`src/rtl/cspn_pkg.sv`:
```
package cspn_pkg;
  localparam int DATA_W    = 64;
  localparam int SIDE      = 8;                 // transpose is SIDE x SIDE
  localparam int SUB_W     = 8;
  localparam int N_SUB     = DATA_W / SUB_W;
  localparam int SUB_CELLS = SUB_W / 2;
  localparam int N_CELLS   = DATA_W / 2;
  localparam int N_STAGE   = 3;                 // layers per half
  localparam int CASC_W    = 2 * N_CELLS;       // V then Z
  localparam int HALF_W    = N_STAGE * CASC_W;
  localparam int CTL_W     = 2 * HALF_W;
endpackage

```
`src/rtl/cspn_cell.sv`:
```
module cspn_cell (
  input  logic x1_i,
  input  logic x2_i,
  input  logic v_i,
  input  logic z_i,
  output logic y1_o,
  output logic y2_o
);
  always_comb begin
    y1_o = (v_i & z_i & x2_i) ^ (v_i & x2_i) ^ (v_i & x1_i) ^ (z_i & x1_i) ^ z_i ^ x2_i;
    y2_o = (v_i & z_i & x1_i) ^ (v_i & z_i) ^ (v_i & x2_i) ^ (z_i & x1_i) ^ (z_i & x2_i) ^ x1_i;
  end
endmodule

```
`src/rtl/cspn_sub.sv`:
```
module cspn_sub
  import cspn_pkg::*;
#(
  parameter bit INV = 1'b0  // 1: de-interleave between layers
) (
  input  logic [SUB_W-1:0]             d_i,
  input  logic [N_STAGE*SUB_CELLS-1:0] v_i,
  input  logic [N_STAGE*SUB_CELLS-1:0] z_i,
  output logic [SUB_W-1:0]             d_o
);
  localparam int HALF = SUB_W / 2;

  logic [SUB_W-1:0] st_in  [N_STAGE];
  logic [SUB_W-1:0] st_out [N_STAGE];

  assign st_in[0] = d_i;
  assign d_o      = st_out[N_STAGE-1];

  for (genvar k = 0; k < N_STAGE; k++) begin : g_stage
    for (genvar e = 0; e < SUB_CELLS; e++) begin : g_cell
      cspn_cell u_cell (
        .x1_i (st_in[k][2*e]),
        .x2_i (st_in[k][2*e+1]),
        .v_i  (v_i[k*SUB_CELLS+e]),
        .z_i  (z_i[k*SUB_CELLS+e]),
        .y1_o (st_out[k][2*e]),
        .y2_o (st_out[k][2*e+1])
      );
    end
    if (k < N_STAGE-1) begin : g_wire
      for (genvar i = 0; i < HALF; i++) begin : g_bit
        if (!INV) begin : g_shuf
          assign st_in[k+1][2*i]   = st_out[k][i];
          assign st_in[k+1][2*i+1] = st_out[k][i+HALF];
        end else begin : g_unshuf
          assign st_in[k+1][i]      = st_out[k][2*i];
          assign st_in[k+1][i+HALF] = st_out[k][2*i+1];
        end
      end
    end
  end
endmodule

```
`src/rtl/cspn_half.sv`:
```
module cspn_half
  import cspn_pkg::*;
#(
  parameter bit INV = 1'b0
) (
  input  logic [DATA_W-1:0] d_i,
  input  logic [HALF_W-1:0] ctl_i,  // stage k at [k*CASC_W +: CASC_W], applied in k order
  output logic [DATA_W-1:0] d_o
);
  for (genvar s = 0; s < N_SUB; s++) begin : g_sub
    logic [N_STAGE*SUB_CELLS-1:0] v_s, z_s;
    for (genvar k = 0; k < N_STAGE; k++) begin : g_map
      assign v_s[k*SUB_CELLS +: SUB_CELLS] = ctl_i[k*CASC_W + s*SUB_CELLS +: SUB_CELLS];
      assign z_s[k*SUB_CELLS +: SUB_CELLS] = ctl_i[k*CASC_W + N_CELLS + s*SUB_CELLS +: SUB_CELLS];
    end
    cspn_sub #(.INV(INV)) u_sub (
      .d_i (d_i[s*SUB_W +: SUB_W]),
      .v_i (v_s),
      .z_i (z_s),
      .d_o (d_o[s*SUB_W +: SUB_W])
    );
  end
endmodule

```
`src/rtl/cspn_transpose.sv`:
```
module cspn_transpose
  import cspn_pkg::*;
(
  input  logic [DATA_W-1:0] d_i,
  output logic [DATA_W-1:0] d_o
);
  for (genvar a = 0; a < SIDE; a++) begin : g_row
    for (genvar b = 0; b < SIDE; b++) begin : g_col
      assign d_o[SIDE*a+b] = d_i[SIDE*b+a];
    end
  end
endmodule

```
`src/rtl/cspn_box.sv`:
```
module cspn_box
  import cspn_pkg::*;
(
  input  logic [DATA_W-1:0] data_i,
  input  logic [CTL_W-1:0]  ctl_i,
  input  logic              inv_i,
  output logic [DATA_W-1:0] data_o
);
  logic [HALF_W-1:0] ctl_lo, ctl_hi, ctl_hi_rev, ctl_lo_rev;
  logic [HALF_W-1:0] ctl_a, ctl_b;
  logic [DATA_W-1:0] a_out, mid;

  assign ctl_lo = ctl_i[HALF_W-1:0];
  assign ctl_hi = ctl_i[CTL_W-1:HALF_W];

  for (genvar k = 0; k < N_STAGE; k++) begin : g_rev
    assign ctl_hi_rev[k*CASC_W +: CASC_W] = ctl_hi[(N_STAGE-1-k)*CASC_W +: CASC_W];
    assign ctl_lo_rev[k*CASC_W +: CASC_W] = ctl_lo[(N_STAGE-1-k)*CASC_W +: CASC_W];
  end

  // mirror symmetry: inverse reuses the datapath with layers 4..6 first
  assign ctl_a = inv_i ? ctl_hi     : ctl_lo;
  assign ctl_b = inv_i ? ctl_lo_rev : ctl_hi_rev;

  cspn_half #(.INV(1'b0)) u_half_a (.d_i(data_i), .ctl_i(ctl_a), .d_o(a_out));
  cspn_transpose          u_mid    (.d_i(a_out),  .d_o(mid));
  cspn_half #(.INV(1'b1)) u_half_b (.d_i(mid),    .ctl_i(ctl_b), .d_o(data_o));
endmodule

```
`config.mk`:
```
export PLATFORM = sky130hd
export DESIGN_NAME = cspn_box
export DESIGN_NICKNAME = d
export VERILOG_FILES = /design/src/rtl/cspn_pkg.sv /design/src/rtl/cspn_cell.sv /design/src/rtl/cspn_sub.sv /design/src/rtl/cspn_half.sv /design/src/rtl/cspn_transpose.sv /design/src/rtl/cspn_box.sv
export SDC_FILE = /design/constraint.sdc
export NUM_CORES = 1
export LEC_CHECK = 0
export ABC_CLOCK_PERIOD_IN_PS = 7400
export BUFFER_PORTS_ARGS = -buffer_cell sky130_fd_sc_hd__buf_2
export CAP_MARGIN = 20
export CELL_PAD_IN_SITES_DETAIL_PLACEMENT = 1
export CELL_PAD_IN_SITES_GLOBAL_PLACEMENT = 1
export CORE_MARGIN = 4
export CORE_UTILIZATION = 25
export DETAILED_ROUTE_END_ITERATION = 16
export PLACE_DENSITY_LB_ADDON = 0.2
export RECOVER_POWER = 50
export SETUP_SLACK_MARGIN = 0.1
export SLEW_MARGIN = 5
export SYNTH_ARGS = -nofsm -noshare
export SYNTH_HDL_FRONTEND = slang
export SYNTH_SLANG_ARGS = --single-unit
```
`constraint.sdc`:
```
create_clock -name vclk -period 7.4
set_input_delay 1.11 -clock vclk [all_inputs]
set_output_delay 1.11 -clock vclk [all_outputs]
set_load 0.1 [all_outputs]
```
==> flow_metrics.py, run 1 <==
metrics = {
    "status": {
        "status": "complete, no violations",
    },
    "floorplan": {
        "dieArea_sq_mm": 0.0989,
        "start_util_pct": 25.2,
        "io-pin-count": 513,
        "rows": 112,
        "core_area_sq_mm": 0.0932,
        "die_y_um": 314,
        "fp.dieW_um": 314,
    },
    "sta": {
        "rsz0062_at_grt": "no",
        "drv_slew": 0,
        "tightest_slew_ns": 0.858,
        "fin_crit_ns": 7.11,
        "finalSetupViolations": 0,
        "relSlewSlack_pct": 41.2,
        "fin_hold_ws_ns": 2.76,
        "post-route-period-util_pct": 96.1,
        "finalHoldViolations": 0,
        "fin_tns_setup_ns": 0,
        "max_freq_mhz": 141,
    },
    "run": {
        "cap_viol_max_count": 0,
    },
    "final_layout": {
        "final_util_pct": 30.2,
        "seq_area_sq_um": 0,
        "n_clock_buffer": 0,
        "fin_nets": 3830,
        "seq_cell_count": 0,
        "stdcell_area_sq_mm": 0.0282,
        "layout-drive-gt1-share_pct": 32.6,
        "syn_to_final_growth_pct": 20.0,
    },
    "synthesis": {
        "synth_most_common_cell": "mux2i_1",
        "ys.warnings.count": 0,
        "synth_fp_nets": 3377,
        "synth.largest_area_cell": "mux2i_1",
        "yosysSeqAreaShare_pct": 0,
        "synth_area_leaders": "mux2i_1 18%, mux2_2 14%, mux4_2 4.2%",
        "synth_commonest_cells": "434 x mux2i_1, 295 x mux2_2, 162 x nor2_1",
        "syn_avg_cell_area_sq_um": 8.02,
        "synth_top_area_share_pct": 18.5,
        "netlist_area_sq_mm": 0.0235,
        "synth_cells": 2928,
        "synth.distinct_cells": 114,
    },
    "clock_tree": {
        "cts_hold_buf": 0,
    },
    "drt": {
        "met2_length_um": 49100,
        "met1_length_um": 45200,
        "postRouteAntennaNets": 0,
        "routed_wl_um": 100000,
        "drc": 0,
        "vias": 25900,
        "drt-vias-per-instance": 5.56,
        "met3_length_um": 4080,
        "wl_per_cell_um": 21.5,
        "drtIter0Drc": 1273,
        "dr.pass1.iters": 5,
        "top_layer": "met5",
    },
    "power_and_ir_drop": {
        "p_leak_uw": 0.0118,
        "ir_worst_vdd_uv": 274,
        "intPower_uw": 2220,
        "combPwrFrac_pct": 100.0,
        "finalPower_uw": 5980,
        "p_seq_share_pct": 0,
        "p_per_area_mw_per_mm2": 212,
        "pwr-share-clk_pct": 0,
        "p_sw_share_pct": 62.9,
        "p_switching_uw": 3760,
    },
    "global_route": {
        "grtUsageTotal_pct": 18.7,
        "overflow": 0,
        "antenna_found_initial": 45,
        "grt_pass1_wl_um": 148000,
        "grt_max_degree": 37,
        "grt_pass1_vias": 25200,
    },
    "setup_path": {
        "cp-start-kind": "primary input",
        "critPathArrivalTime_ns": 6.00,
        "critPathKind": "primary input to output port",
        "cp.required_ns": 6.29,
        "setup.worst_path.end_class": "output port",
        "critical_path.max_fanout": 34,
    },
    "placement": {
        "portBuffers": 513,
        "dpl_cell_area_sq_mm": 0.0280,
        "gp_congestion": 0.849,
        "hpwl_um": 87900,
    },
    "min_path": {
        "hold_class": "primary input to output port",
        "min_path_cells": 4,
    },
}
-- cell usage in the layout, fill, tap and decap left out, drive strengths merged, types with 51 or more instances in the layout --
cell type	synthesis	final
o211ai	116	116
a21oi	143	143
maj3	66	66
inv	71	71
nand3	87	87
nand2	132	132
nor2	163	163
nor3	76	76
mux2i	446	446
mux2	318	318
a211o	65	65
o211a	51	51
a211oi	138	138
buf	143	601
o21ai	127	127
-- per-layer routing --
layer | vias to the layer above | GRT usage (%)
met3 | 74 | 2.57
met5 | - | 0
met2 | 364 | 34.0
met1 | 12600 | 23.9
li1 | 12900 | -
met4 | 26 | 2.82
-- worst max-delay path, stage by stage --
cell and delay (ns):
buf_12 0.27, buf_4 0.27, mux2_2 0.37, maj3_2 0.34, a211oi_1 0.30, mux2i_1 0.44, a21oi_1 0.18, o21ai_0 0.37
and4_1 0.30, and3b_1 0.20, or3_1 0.47, o211ai_1 0.39, buf_4 0.21, a211oi_1 0.06, a221oi_1 0.42, buf_12 0.24
-- stage by stage --
step	setup slack, ns	std cells
floorplan	1.00	2928
global placement	0.0800	4630
detailed placement	-0.00303	4630
CTS	0.117	4630
global route	0.0548	4645
finish	0.287	4660
-- path summary, 6_finish.rpt --
path,start,end,slack (ns)
setup / recovery,inv_i,data_o[31],0.29
hold / removal,ctl_i[6],data_o[12],2.76
-- power groups by stage --
stage	Sequential (uW)	Combinational, uW	Clock, uW
after floorplan	0	4320	0
after global placement	0	5960	0
after detailed placement	0	6000	0
after CTS	0	6030	0
after global routing	0	6390	0.000217
final	0	5980	0.000587
-- kinds of logic after synthesis --
kind of cell             count (synthesis)  synth area share, %
multiplexers                           808                 38.8
adder cells (fa/ha/maj)                 66                 2.93
XOR/XNOR                                 3                0.112
AO/OA/AOI/OAI                         1082                 35.4
buffers and inverters                  224                 6.39
AND/OR/NAND/NOR                        745                 16.3
-- what timing repair did --
action                     4_1_cts  5_1_grt
hold endpoints to repair         0        0
pin swaps                        0        2
resized for setup                2       21
buffers inserted                 0        3
setup endpoints to repair        2       42
cloned                           0        0
-- cell type report --
cell class	instances	area [sq um]
fill	11300	65000
multi-input combinational	2704	22100
timing repair buffer	604	4180
tap	1254	1570
inverter	71	267
antenna	27	67.6
No activity file was read; power rests on OpenSTA's default activity.
==> inputs of run 2 (changes only) <==
- CORE_UTILIZATION: 25 -> 40
==> run 2 against run 1 <==
  * Cell count is 11% lower
  * Count of clock-buffer cells in the layout unchanged
  * Total power is 0.43% lower
  * Critical path depth is the same
  * Highest routed layer unchanged
  * Worst setup slack better by 0.0043 ns
  * Utilization is 17 points higher
==> flow_metrics.py, run 2 (synthesis results as in run 1) <==
metrics = {
    "drt": {
        "routed_wl_um": 97300,
        "postRouteAntennaNets": 0,
        "drtIter0Drc": 1148,
        "dr.pass1.iters": 5,
        "drc": 0,
        "drt-vias-per-instance": 6.49,
        "wl_per_cell_um": 23.4,
        "vias": 27000,
    },
    "final_layout": {
        "fill_cells": 7145,
        "n_clock_buffer": 0,
        "stdcell_area_sq_mm": 0.0274,
        "syn_to_final_growth_pct": 16.8,
        "final_common_cell": "buf_2",
        "seq_cell_count": 0,
        "final_cell_mix": "456 x buf_2, 424 x mux2i_1, 294 x mux2_2, 162 x nor2_1, 138 x a21oi_1",
        "seq_area_sq_um": 0,
        "layout-drive-gt1-share_pct": 32.5,
        "fin_cells": 4154,
        "fin_nets": 3801,
        "multi_input_area_sq_mm": 0.0222,
    },
    "setup_path": {
        "slowest_delay_ns": 0.56,
        "setup.worst_path.end_class": "output port",
        "critPathArrivalTime_ns": 6.00,
        "critPathSlowestCell": "o211ai_1",
        "crit_chain": "buf_12, buf_16, mux2_2, o211a_1, or3_1, and3_1, nor3_1, mux2i_1, o21a_1, mux2i_1, o211ai_1, a211oi_1, a211oi_4, mux2_1, a22o_1, buf_2",
        "cp-start-kind": "primary input",
        "cp.required_ns": 6.29,
        "critPathKind": "primary input to output port",
        "cp_common_cell": "mux2i_1",
        "critical_path.max_fanout": 40,
    },
    "floorplan": {
        "die_y_um": 250,
        "core_area_sq_mm": 0.0579,
        "rows": 88,
        "io-pin-count": 513,
        "start_util_pct": 40.5,
        "fp.dieW_um": 250,
        "dieArea_sq_mm": 0.0626,
    },
    "placement": {
        "gp_congestion": 0.926,
        "portBuffers": 513,
        "hpwl_um": 83700,
        "dpl_cell_area_sq_mm": 0.0271,
        "dp_cells": 4108,
    },
    "sta": {
        "relSlewSlack_pct": 39.7,
        "finalHoldViolations": 0,
        "fin_crit_ns": 7.11,
        "finalSetupViolations": 0,
        "max_freq_mhz": 141,
        "drv_slew": 0,
        "post-route-period-util_pct": 96.1,
        "tightest_slew_ns": 0.880,
        "fin_hold_ws_ns": 2.75,
        "rsz0062_at_grt": "yes",
        "fin_tns_setup_ns": 0,
    },
    "power_and_ir_drop": {
        "p_leak_uw": 0.0117,
        "p_sw_share_pct": 63.6,
        "finalPower_uw": 5960,
        "p_seq_share_pct": 0,
        "intPower_uw": 2170,
        "pwr-share-clk_pct": 0,
        "ir_worst_vdd_uv": 334,
        "p_per_area_mw_per_mm2": 217,
        "combPwrFrac_pct": 100.0,
        "p_switching_uw": 3790,
    },
    "clock_tree": {
        "cts_hold_buf": 0,
    },
    "global_route": {
        "grt_max_degree": 52,
        "grtUsageTotal_pct": 28.1,
        "overflow": 0,
        "grt_pass1_vias": 26900,
        "antenna_found_initial": 54,
        "grt_pass1_wl_um": 146000,
    },
    "status": {
        "status": "complete, no violations",
    },
    "min_path": {
        "min_from": "ctl_i[6]",
        "min_path_cells": 4,
        "holdPathEnd": "data_o[12]",
        "hold_class": "primary input to output port",
    },
    "run": {
        "cap_viol_max_count": 0,
    },
}
## run 2: cell count changes in the layout (fill, tap and decap cells not counted), moves of 5 or more
cell,previous run,this run
buf_4,81,51
diode_2,27,39
a211oi_2,16,22
a211oi_1,119,114
buf_12,63,58
mux2i_1,429,424
mux2i_2,16,21
## run 2: per-stage QoR
step / worst slack [ns] / util [%]
after floorplan: 1.00 / -
after global placement: 0.0994 / 46.8
after detailed placement: -0.151 / 46.8
after CTS: 0.0905 / 46.8
after global routing: 0.0104 / 47.3
final: 0.291 / 47.4
## run 2: power by group through the flow
| stage | logic [uW] | registers (uW) | clock network (uW) |
|---|---|---|---|
| after floorplan | 4320 | 0 | 0 |
| after global placement | 5710 | 0 | 0 |
| after detailed placement | 5890 | 0 | 0 |
| after CTS | 5920 | 0 | 0 |
| after global routing | 6300 | 0 | 0.000454 |
| final | 5960 | 0 | 0.000404 |
## run 2: routing by layer
layer | up-vias | GRT usage, % | wire, um
met4 | 34 | 9.95 | 3490
met3 | 166 | 4.98 | 5120
li1 | 12800 | - | -
met2 | 603 | 51.0 | 48000
met1 | 13400 | 33.1 | 40500
met5 | - | 0 | 219
## run 2: timing repair
item / CTS / global route
setup buffers: 0 / 7
pin swaps: 0 / 5
endpoints found under the setup margin: 5 / 41
endpoints found under the hold margin: 0 / 0
resized for setup: 1 / 47
## run 2: worst max-delay path, delay by kind of cell
kind,cells,cell delay [ns]
simple gates,3,0.98
mux,4,1.15
buf+inv,3,0.80
compound gates,6,1.92
## run 2: area by class of cell
class | instances | area share (%)
antenna | 39 | 0.356
inverter | 71 | 0.972
multi-input combinational | 2704 | 80.9
tap | 765 | 3.49
timing repair buffer | 575 | 14.3
## run 2: how the worst max path moves through the flow
| stage | start | end | slack (ns) | cells past startpoint |
|---|---|---|---|---|
| after global routing | inv_i | data_o[33] | 0.01 | 18 |
| after detailed placement | inv_i | data_o[31] | -0.15 | 15 |
| after CTS | inv_i | data_o[56] | 0.09 | 17 |
| after floorplan | inv_i | data_o[23] | 1.00 | 18 |
| after global placement | inv_i | data_o[31] | 0.1 | 15 |
| final | inv_i | data_o[23] | 0.29 | 16 |
